==> src/rtl/swf_pkg.sv <==
package swf_pkg;

   // Fault vector carried between the submodules and the top.
   typedef struct packed {
      logic hiccup;
      logic thermal;
      logic uvlo;
   } swf_flt_t;

   // True when no fault forbids switching.
   function automatic logic swf_all_clear(input swf_flt_t f);
      return !(f.hiccup || f.thermal || f.uvlo);
   endfunction

   // True when a fault that stops the power stage outright is present.
   function automatic logic swf_hard_stop(input swf_flt_t f);
      return f.thermal || f.uvlo;
   endfunction

endpackage

==> src/rtl/swf_hyst_cmp.sv <==
// Two-threshold comparator with a registered flag.
// HIGH_SET=1: flag sets at or above SET_LVL and clears at or below CLR_LVL.
// HIGH_SET=0: flag sets at or below SET_LVL and clears at or above CLR_LVL.
module swf_hyst_cmp #(
   parameter int W        = 8,
   parameter int SET_LVL  = 140,
   parameter int CLR_LVL  = 125,
   parameter bit HIGH_SET = 1'b1,
   parameter bit RST_VAL  = 1'b0
) (
   input  logic         clk,
   input  logic         rst_n,
   input  logic [W-1:0] val,
   output logic         flag_o
);

   localparam logic [W-1:0] SET_V = W'(SET_LVL);
   localparam logic [W-1:0] CLR_V = W'(CLR_LVL);

   if (SET_LVL >= (1 << W) || CLR_LVL >= (1 << W)) begin : g_bad_range
      $error("swf_hyst_cmp: threshold does not fit in W bits");
   end

   logic set_c;
   logic clr_c;
   logic flag_q;

   if (HIGH_SET) begin : g_high
      if (CLR_LVL >= SET_LVL) begin : g_bad_band
         $error("swf_hyst_cmp: release level must be below trip level");
      end
      assign set_c = (val >= SET_V);
      assign clr_c = (val <= CLR_V);
   end else begin : g_low
      if (CLR_LVL <= SET_LVL) begin : g_bad_band
         $error("swf_hyst_cmp: release level must be above trip level");
      end
      assign set_c = (val <= SET_V);
      assign clr_c = (val >= CLR_V);
   end

   always_ff @(posedge clk or negedge rst_n) begin
      if (!rst_n) begin
         flag_q <= RST_VAL;
      end else if (flag_q) begin
         if (clr_c) flag_q <= 1'b0;
      end else if (set_c) begin
         flag_q <= 1'b1;
      end
   end

   assign flag_o = flag_q;

endmodule

==> src/rtl/swf_hiccup.sv <==
// Counts consecutive current-limited cycles and blanks switching for a
// fixed number of cycles once the run length is reached.
module swf_hiccup #(
   parameter int RUN_LEN   = 4,
   parameter int BLANK_LEN = 7
) (
   input  logic clk,
   input  logic rst_n,
   input  logic clr,
   input  logic strobe,
   input  logic hit,
   output logic blank_o
);

   localparam int RW = (RUN_LEN > 1) ? $clog2(RUN_LEN) : 1;
   localparam int BW = $clog2(BLANK_LEN + 1);
   localparam logic [RW-1:0] RUN_LAST = RW'(RUN_LEN - 1);
   localparam logic [BW-1:0] BLANK_V  = BW'(BLANK_LEN);

   if (RUN_LEN < 1) begin : g_bad_run
      $error("swf_hiccup: RUN_LEN must be at least 1");
   end
   if (BLANK_LEN < 1) begin : g_bad_blank
      $error("swf_hiccup: BLANK_LEN must be at least 1");
   end

   logic [RW-1:0] run_q;
   logic [BW-1:0] left_q;
   logic          blank_q;

   always_ff @(posedge clk or negedge rst_n) begin
      if (!rst_n) begin
         run_q   <= '0;
         left_q  <= '0;
         blank_q <= 1'b0;
      end else if (clr) begin
         run_q   <= '0;
         left_q  <= '0;
         blank_q <= 1'b0;
      end else if (strobe) begin
         if (blank_q) begin
            // Flag reports a blanked cycle here: ignore it.
            if (left_q == '0) begin
               blank_q <= 1'b0;
            end else begin
               left_q <= left_q - BW'(1);
            end
         end else if (hit) begin
            if (run_q == RUN_LAST) begin
               blank_q <= 1'b1;
               left_q  <= BLANK_V;
               run_q   <= '0;
            end else begin
               run_q <= run_q + RW'(1);
            end
         end else begin
            run_q <= '0;
         end
      end
   end

   assign blank_o = blank_q;

endmodule

==> src/rtl/swf_softstart.sv <==
// Clock counter that flags the end of an uninterrupted start-up interval.
module swf_softstart #(
   parameter int CNT_MAX = 12500
) (
   input  logic clk,
   input  logic rst_n,
   input  logic run,
   output logic done_o
);

   localparam int CW = $clog2(CNT_MAX + 1);
   localparam logic [CW-1:0] LAST = CW'(CNT_MAX);

   if (CNT_MAX < 1) begin : g_bad_cnt
      $error("swf_softstart: CNT_MAX must be at least 1");
   end

   logic [CW-1:0] cnt_q;

   always_ff @(posedge clk or negedge rst_n) begin
      if (!rst_n) begin
         cnt_q <= '0;
      end else if (!run) begin
         cnt_q <= '0;
      end else if (cnt_q != LAST) begin
         cnt_q <= cnt_q + CW'(1);
      end
   end

   assign done_o = (cnt_q == LAST);

endmodule

==> src/rtl/swfault_supervisor.sv <==
module swfault_supervisor #(
   parameter int TJ_W       = 8,
   parameter int VIN_W      = 13,
   parameter int TJ_TRIP    = 140,
   parameter int TJ_RELEASE = 125,
   parameter int VIN_ON     = 2700,
   parameter int VIN_OFF    = 2000,
   parameter int ILIM_RUN   = 4,
   parameter int ILIM_BLANK = 7,
   parameter int CLK_KHZ    = 125000,
   parameter int SS_US      = 100
) (
   input  logic             clk,
   input  logic             rst_n,
   input  logic             en_in,
   input  logic             cyc_start,
   input  logic             ilim_hit,
   input  logic [TJ_W-1:0]  tj_code,
   input  logic [VIN_W-1:0] vin_mv,
   output logic             sw_en,
   output logic             flt_hiccup,
   output logic             flt_thermal,
   output logic             flt_uvlo,
   output logic             reg_ok
);
   import swf_pkg::*;

   localparam int SS_CYC = (CLK_KHZ / 1000) * SS_US;

   if (SS_CYC < 1) begin : g_bad_ss
      $error("swfault_supervisor: soft-start interval below one clock");
   end

   swf_flt_t flt;
   logic     ss_run;

   swf_hiccup #(
      .RUN_LEN   (ILIM_RUN),
      .BLANK_LEN (ILIM_BLANK)
   ) u_hiccup (
      .clk     (clk),
      .rst_n   (rst_n),
      .clr     (!en_in),
      .strobe  (cyc_start),
      .hit     (ilim_hit),
      .blank_o (flt.hiccup)
   );

   swf_hyst_cmp #(
      .W        (TJ_W),
      .SET_LVL  (TJ_TRIP),
      .CLR_LVL  (TJ_RELEASE),
      .HIGH_SET (1'b1),
      .RST_VAL  (1'b0)
   ) u_thermal (
      .clk    (clk),
      .rst_n  (rst_n),
      .val    (tj_code),
      .flag_o (flt.thermal)
   );

   swf_hyst_cmp #(
      .W        (VIN_W),
      .SET_LVL  (VIN_OFF),
      .CLR_LVL  (VIN_ON),
      .HIGH_SET (1'b0),
      .RST_VAL  (1'b1)
   ) u_uvlo (
      .clk    (clk),
      .rst_n  (rst_n),
      .val    (vin_mv),
      .flag_o (flt.uvlo)
   );

   assign ss_run = en_in && !swf_hard_stop(flt);

   swf_softstart #(
      .CNT_MAX (SS_CYC)
   ) u_ss (
      .clk    (clk),
      .rst_n  (rst_n),
      .run    (ss_run),
      .done_o (reg_ok)
   );

   assign sw_en       = en_in && swf_all_clear(flt);
   assign flt_hiccup  = flt.hiccup;
   assign flt_thermal = flt.thermal;
   assign flt_uvlo    = flt.uvlo;

endmodule

==> config.mk <==
export PLATFORM = sky130hd
export DESIGN_NAME = swfault_supervisor
export DESIGN_NICKNAME = d
export VERILOG_FILES = /design/src/rtl/swf_pkg.sv /design/src/rtl/swf_hyst_cmp.sv /design/src/rtl/swf_hiccup.sv /design/src/rtl/swf_softstart.sv /design/src/rtl/swfault_supervisor.sv
export SDC_FILE = /design/constraint.sdc
export NUM_CORES = 1
export LEC_CHECK = 0
export BUFFER_PORTS_ARGS = -buffer_cell sky130_fd_sc_hd__buf_2
export CAP_MARGIN = 20
export CELL_PAD_IN_SITES_DETAIL_PLACEMENT = 1
export CELL_PAD_IN_SITES_GLOBAL_PLACEMENT = 1
export CORE_UTILIZATION = 39
export DETAILED_ROUTE_END_ITERATION = 8
export PLACE_DENSITY_LB_ADDON = 0.3
export SETUP_SLACK_MARGIN = 0.5
export SLEW_MARGIN = 30
export SYNTH_ARGS = -nofsm -noshare
export SYNTH_HDL_FRONTEND = slang
export SYNTH_SLANG_ARGS = --single-unit
export TNS_END_PERCENT = 1
==> constraint.sdc <==
create_clock -name clk -period 2.05 [get_ports clk]
set_input_delay 0.205 -clock clk [delete_from_list [all_inputs] [get_ports clk]]
set_output_delay 0.205 -clock clk [all_outputs]
set_load 0.05 [all_outputs]
Word level (Yosys, flattened, before mapping)

Index checks and enable logic that the tools add are counted.
W data, S select, Z words.

Word-level logic and storage cells: 57
Output and inout port bits: 5
Register bits: 22
Input port bits: 26

Magnitude comparators: 4
Multiplexer cells: 25
Add/subtract/negate cells: 3
Reduce and logical (&&, ||, !) cells: 10
Equal/unequal tests: 9

Operator list:

| kind                    | number |
|---|---|
| $mux W14                | 2 |
| $mux W3                 | 6 |
| $add A14 B1 Y14 const B | 1 |
| $eq A14 B14 Y1 const B  | 1 |
| $ne A14 B14 Y1 const B  | 1 |
| $ge A13 B12 Y1 const B  | 1 |
| $le A13 B11 Y1 const B  | 1 |
| $mux W1                 | 12 |
| $mux W2                 | 5 |
| $ge A8 B8 Y1 const B    | 1 |
| $le A8 B7 Y1 const B    | 1 |
| $ne A3 B1 Y1 const B    | 2 |
| $ne A2 B2 Y1 const B    | 2 |
| $reduce_and A4 Y1       | 1 |
| $logic_not A3 Y1        | 1 |
| $logic_or A1 B1 Y1      | 3 |
| $ne A3 B3 Y1 const B    | 1 |
| $sub A3 B1 Y3 const B   | 1 |
| $add A2 B1 Y2 const B   | 1 |
| $eq A2 B2 Y1 const B    | 1 |
| $logic_and A1 B1 Y1     | 2 |
| $logic_not A1 Y1        | 2 |
| $ne A2 B1 Y1 const B    | 1 |
| $reduce_and A2 Y1       | 1 |

Longest topological paths before layout

Depth after elaboration: 6
Depth in mapped cells: 7
Gate-level depth less buffers: 7

Hierarchy

A second synthesis with hierarchy kept.

Cells, all modules: 149
Area total of the unflattened synthesis: 1381.3 sq um

Modules (own cells, without submodules):

| module                   | area each (sq um) | sequential area each (sq um) | times used | cells an instance |
|---|---|---|---|---|
| swf_softstart            | 808.3             | 350.3                        | 1          | 86 |
| swf_hiccup               | 389.1             | 150.1                        | 1          | 42 |
| swf_hyst_cmp (u_uvlo)    | 100.1             | 26.3                         | 1          | 12 |
| swf_hyst_cmp (u_thermal) | 57.6              | 25.0                         | 1          | 6 |
| swfault_supervisor       | 26.3              | 0.0                          | 1          | 3 |

Worst setup path after synthesis

OpenSTA, ideal clock, no wires.

Kind: register -> output
Start: reg u_thermal.flag_q (netlist: u_thermal.flag_o)
End: out sw_en
Arrival: 1914 ps
Cell stages (with the launch flop): 4
Buffers on the path: 1
Path slack: -69 ps
Required time: 1845 ps
Cells stage by stage: dfrtp_1 > or3_1 > clkbuf_1 > nor2_1

Cells in the longest elaborated chain, start to end: 4

RTL lines:

| item                            | line                     | source |
|---|---|---|
| start: declaration              | swf_hyst_cmp.sv:26       | `logic flag_q;` |
| start signal: assignment        | swf_hyst_cmp.sv:44       | `flag_q <= RST_VAL;` |
| start signal: assignment        | swf_hyst_cmp.sv:46       | `if (clr_c) flag_q <= 1'b0;` |
| start signal: assignment        | swf_hyst_cmp.sv:48       | `flag_q <= 1'b1;` |
| $logic_or A1 B1 Y1 (2 in a row) | swf_pkg.sv:12            | `return !(f.hiccup \|\| f.thermal \|\| f.uvlo);` |
| $logic_not A1 Y1                | swf_pkg.sv:12            |  |
| $logic_and A1 B1 Y1             | swfault_supervisor.sv:86 | `assign sw_en = en_in && swf_all_clear(flt);` |
| end: declaration                | swfault_supervisor.sv:20 | `output logic sw_en,` |

No other way between the ends.

Worst setup path in the final report

Start: reg u_ss.cnt_q[5]
End: out reg_ok

Cells in the longest elaborated chain, start to end: 1

RTL lines:

| item                     | line                     | source |
|---|---|---|
| start: declaration       | swf_softstart.sv:18      | `logic [CW-1:0] cnt_q;` |
| start signal: assignment | swf_softstart.sv:26      | `cnt_q <= cnt_q + CW'(1);` |
| $eq A14 B14 Y1           | swf_softstart.sv:30      | `assign done_o = (cnt_q == LAST);` |
| end: declaration         | swfault_supervisor.sv:24 | `output logic reg_ok` |

No other way between the ends.

==> summary.txt <==
Synthesis
  – Mean Syn Cell Area: between 9 and 10 sq um
  – Most common cell in the netlist: dfrtp_1
  – Cells after Synth: approximately 140
  – Most used DFF post-synth: dfrtp_1
  – Seq cells post-synth: 22
  – Synth top area cells: dfrtp_1 (42%), nand2_1 (5.2%), ha_1 (5.1%)
  – Top post-synthesis cells by count: dfrtp_1 (21), nand2_1 (17), nor2_1 (12)
  – Post-synth top area cell: dfrtp_1
  – Netlist cell types: 40
  – Post-synth EDFFs: 0
  – Sequential share of the synthesized area: roughly 45%
  – Mapped Area: approximately 1200 sq um
  – Syn_nets: ~170
  – Ys Warns: 0
  – Asr flop ratio synth: 100%
  – Synth top area share: between 40% and 50%

STA
  – Hold Vio Cnt, Final: 0
  – Slew Viols, Final: 0
  – RSZ-0062 raised after global routing: true
  – Post-layout min period: 2.22 ns
  – Final Skew: 0.0219 ns
  – F_max: about 450 MHz
  – Final WS setup: -0.169 ns
  – Tightest Pin Transition: ~0.73 ns
  – Final Cycle Share: 108%
  – Setup TNS: -0.169 ns
  – Max-slew headroom: approximately half
  – Final setup vio count: 1

Clocking
  – Worst-Skew Late Latency: about 0.34 ns
  – Clk buf depth: 2
  – Root Driver: clkbuf_4
  – Clk sinks: 22
  – CTS tree: yes
  – Number of buffers created by CTS: 3
  – Htree depth: 1
  – CTS clk-pin slew, worst paths: about 0.15 ns

GRT
  – Overall Global Routing Usage: about a quarter
  – First-pass GRT wire length: 6100 um
  – Initial antenna violation count: 0
  – Largest net degree at the start of global routing: 23
  – Number of global-route vias before repair: 1343
  – Total grt overflow: 0

Route
  – Final antenna-violating net count: 0
  – WL per Instance: roughly 17 um
  – Drt pass-1 iters: 3
  – Vias post-DR: ~1200
  – Drt initial violations: 43
  – Drt via density: roughly 5.4
  – DRC viols: 0
  – Routed WL: about 3800 um

Die
  – Initial Util: roughly 41%
  – Rows: 20
  – Die height: a little under 60 um
  – Core ar.: about 3000 sq um
  – Die footprint: 3410 sq um
  – # IOs: 31
  – Die X-Extent: between 50 and 60 um

Placement
  – Buffers on Ports: 29
  – Worst slack, placed: approximately 0.058 ns
  – HPWL Detailed: between 2000 and 3000 um
  – Placed Cells: around 210
  – GPL Wtd Cong: 0.749

Worst setup path
  – Crit path DAT: about 2.0 ns
  – CP max stage delay: approximately 0.55 ns
  – Highest fanout seen on the critical path: 2
  – CP Cell Sequence: or4bb_1, or4_4, clkinv_8, buf_12
  – Worst setup EP type: output port
  – Crit-path slowest cell: or4_4
  – Reg2reg end: u_ss.cnt_q[3]
  – Worst reg2reg path startpoint: u_ss.cnt_q[5]
  – CP required: approximately 1.9 ns
  – R2R cell count: 7
  – Reg2reg setup slack: ~0.030 ns
  – Worst setup SP type: flop
  – Kind of critical path: reg -> out

Finish
  – Nets@finish: about 210
  – Area growth syn-to-layout: 43.2%
  – Non-filler cells, final: 226
  – Layout cells sized above 1: between 30% and 40%
  – Ant diodes: 0

Hold path
  – Hold Path Class: in -> reg
  – Hold Path Cell Cnt: 2
  – Hold endpoint: u_uvlo.flag_o
  – Worst hold start: vin_mv[11]

Status
  – Failing checks: setup timing
  – Outcome: complete, but fails checks

Power and ir drop
  – Leak pwr: between 0.7 and 0.8 nW
  – Worst vdd ir: 422 uV
  – Power Dens Cells: 518 nW/um^2

Flow run
  – Max-cap violations: 0
[worst max-delay path, delay by kind of cell (launching register included)]
kind	cells	cell delay, ns
AND/OR/NAND/NOR	2	1.07
flip-flops	1	0.41
buffers and inverters	2	0.19
[worst max-delay path by stage]
stage | slack, ns | start | end | cells past startpoint
2_1_floorplan | 0.22 | u_ss.cnt_q[10] | u_ss.cnt_q[0] | 5
3_3_place_gp | 0.07 | u_ss.cnt_q[10] | reg_ok | 4
5_1_grt | -0.20 | u_ss.cnt_q[5] | reg_ok | 4
4_1_cts | -0.19 | u_ss.cnt_q[9] | reg_ok | 4
6_report | -0.17 | u_ss.cnt_q[5] | reg_ok | 4
3_5_place_dp | 0.06 | u_ss.cnt_q[10] | reg_ok | 4
[state kept, by name, summed over array words and instances, names as in the netlist]
name and flops:
u_ss.cnt_q 14, u_hiccup.left_q 3, u_hiccup.run_q 2, u_hiccup.blank_o 1
u_thermal.flag_o 1, u_uvlo.flag_o 1
[kinds of logic (layout without fill, tap and decap cells)]
family                     count (synthesis)  count (layout)  share of synthesized area (%)
buffers and inverters                     11              57                           3.43
DFF                                       22              22                           44.5
and+or+nand+nor                           65              65                           28.0
AOI/OAI and AO/OA                         25              25                           13.1
xor gates and xnor gates                   6               6                           4.24
adders and majority gates                  5               5                           5.05
muxes                                      2               2                           1.62
[cells in the final DEF, fill, tap and decap left out, types with 3 or more instances in the layout]
cell type / instances
a21oi_1: 7
a21oi_2: 3
buf_2: 27
buf_4: 10
buf_6: 3
clkbuf_4: 3
dfrtp_1: 19
ha_1: 4
inv_1: 8
nand2_1: 13
nand2_2: 3
nand2b_1: 3
nand3_1: 7
nor2_1: 11
o21ai_0: 4
or4_4: 3
xor2_1: 3
[routing by layer]
metal	vias to the layer above	GRT usage, %	routed length [um]
met1	612	25.7	1440
met4	0	11.9	82
li1	578	-	-
met3	9	5.05	91
met2	20	46.1	2140
met5	-	0	0
[stage by stage]
step	hold slack (ns)	area, sq um	power [mW]	utilization [%]
floorplan	-0.0906	1270	0.508	-
detailed placement	0.208	1510	0.564	49.8
CTS	0.00390	1660	0.920	54.9
global placement	0.200	1510	0.555	49.8
finish	0.0280	1770	0.918	58.6
global route	0.0235	1770	0.957	58.6
[what timing repair did]
| item | 4_1_cts | 5_1_grt |
|---|---|---|
| endpoints found under the setup margin | 11 | 13 |
| pin swaps | 10 | 16 |
| endpoints found under the hold margin | 21 | 1 |
| hold buffers | 1 | 1 |
| buffers inserted | 5 | 2 |
| resized for setup | 13 | 20 |
[report_power, final]
group	switching, mW	leakage, nW	internal (mW)
logic	0.0711	0.468	0.0448
clock network	0.152	0.0279	0.198
registers	0.00954	0.297	0.443
total	0.233	0.793	0.686
[final cells by class]
cell class | count | area [sq um]
clock inverter | 1 | 30.0
inverter | 9 | 46.3
clock buffer | 3 | 22.5
multi-input combinational | 103 | 767
tap | 44 | 55.1
timing repair buffer | 44 | 299
sequential | 22 | 554
fill | 349 | 1250
Note: power is estimated with default switching activity, not from simulation.
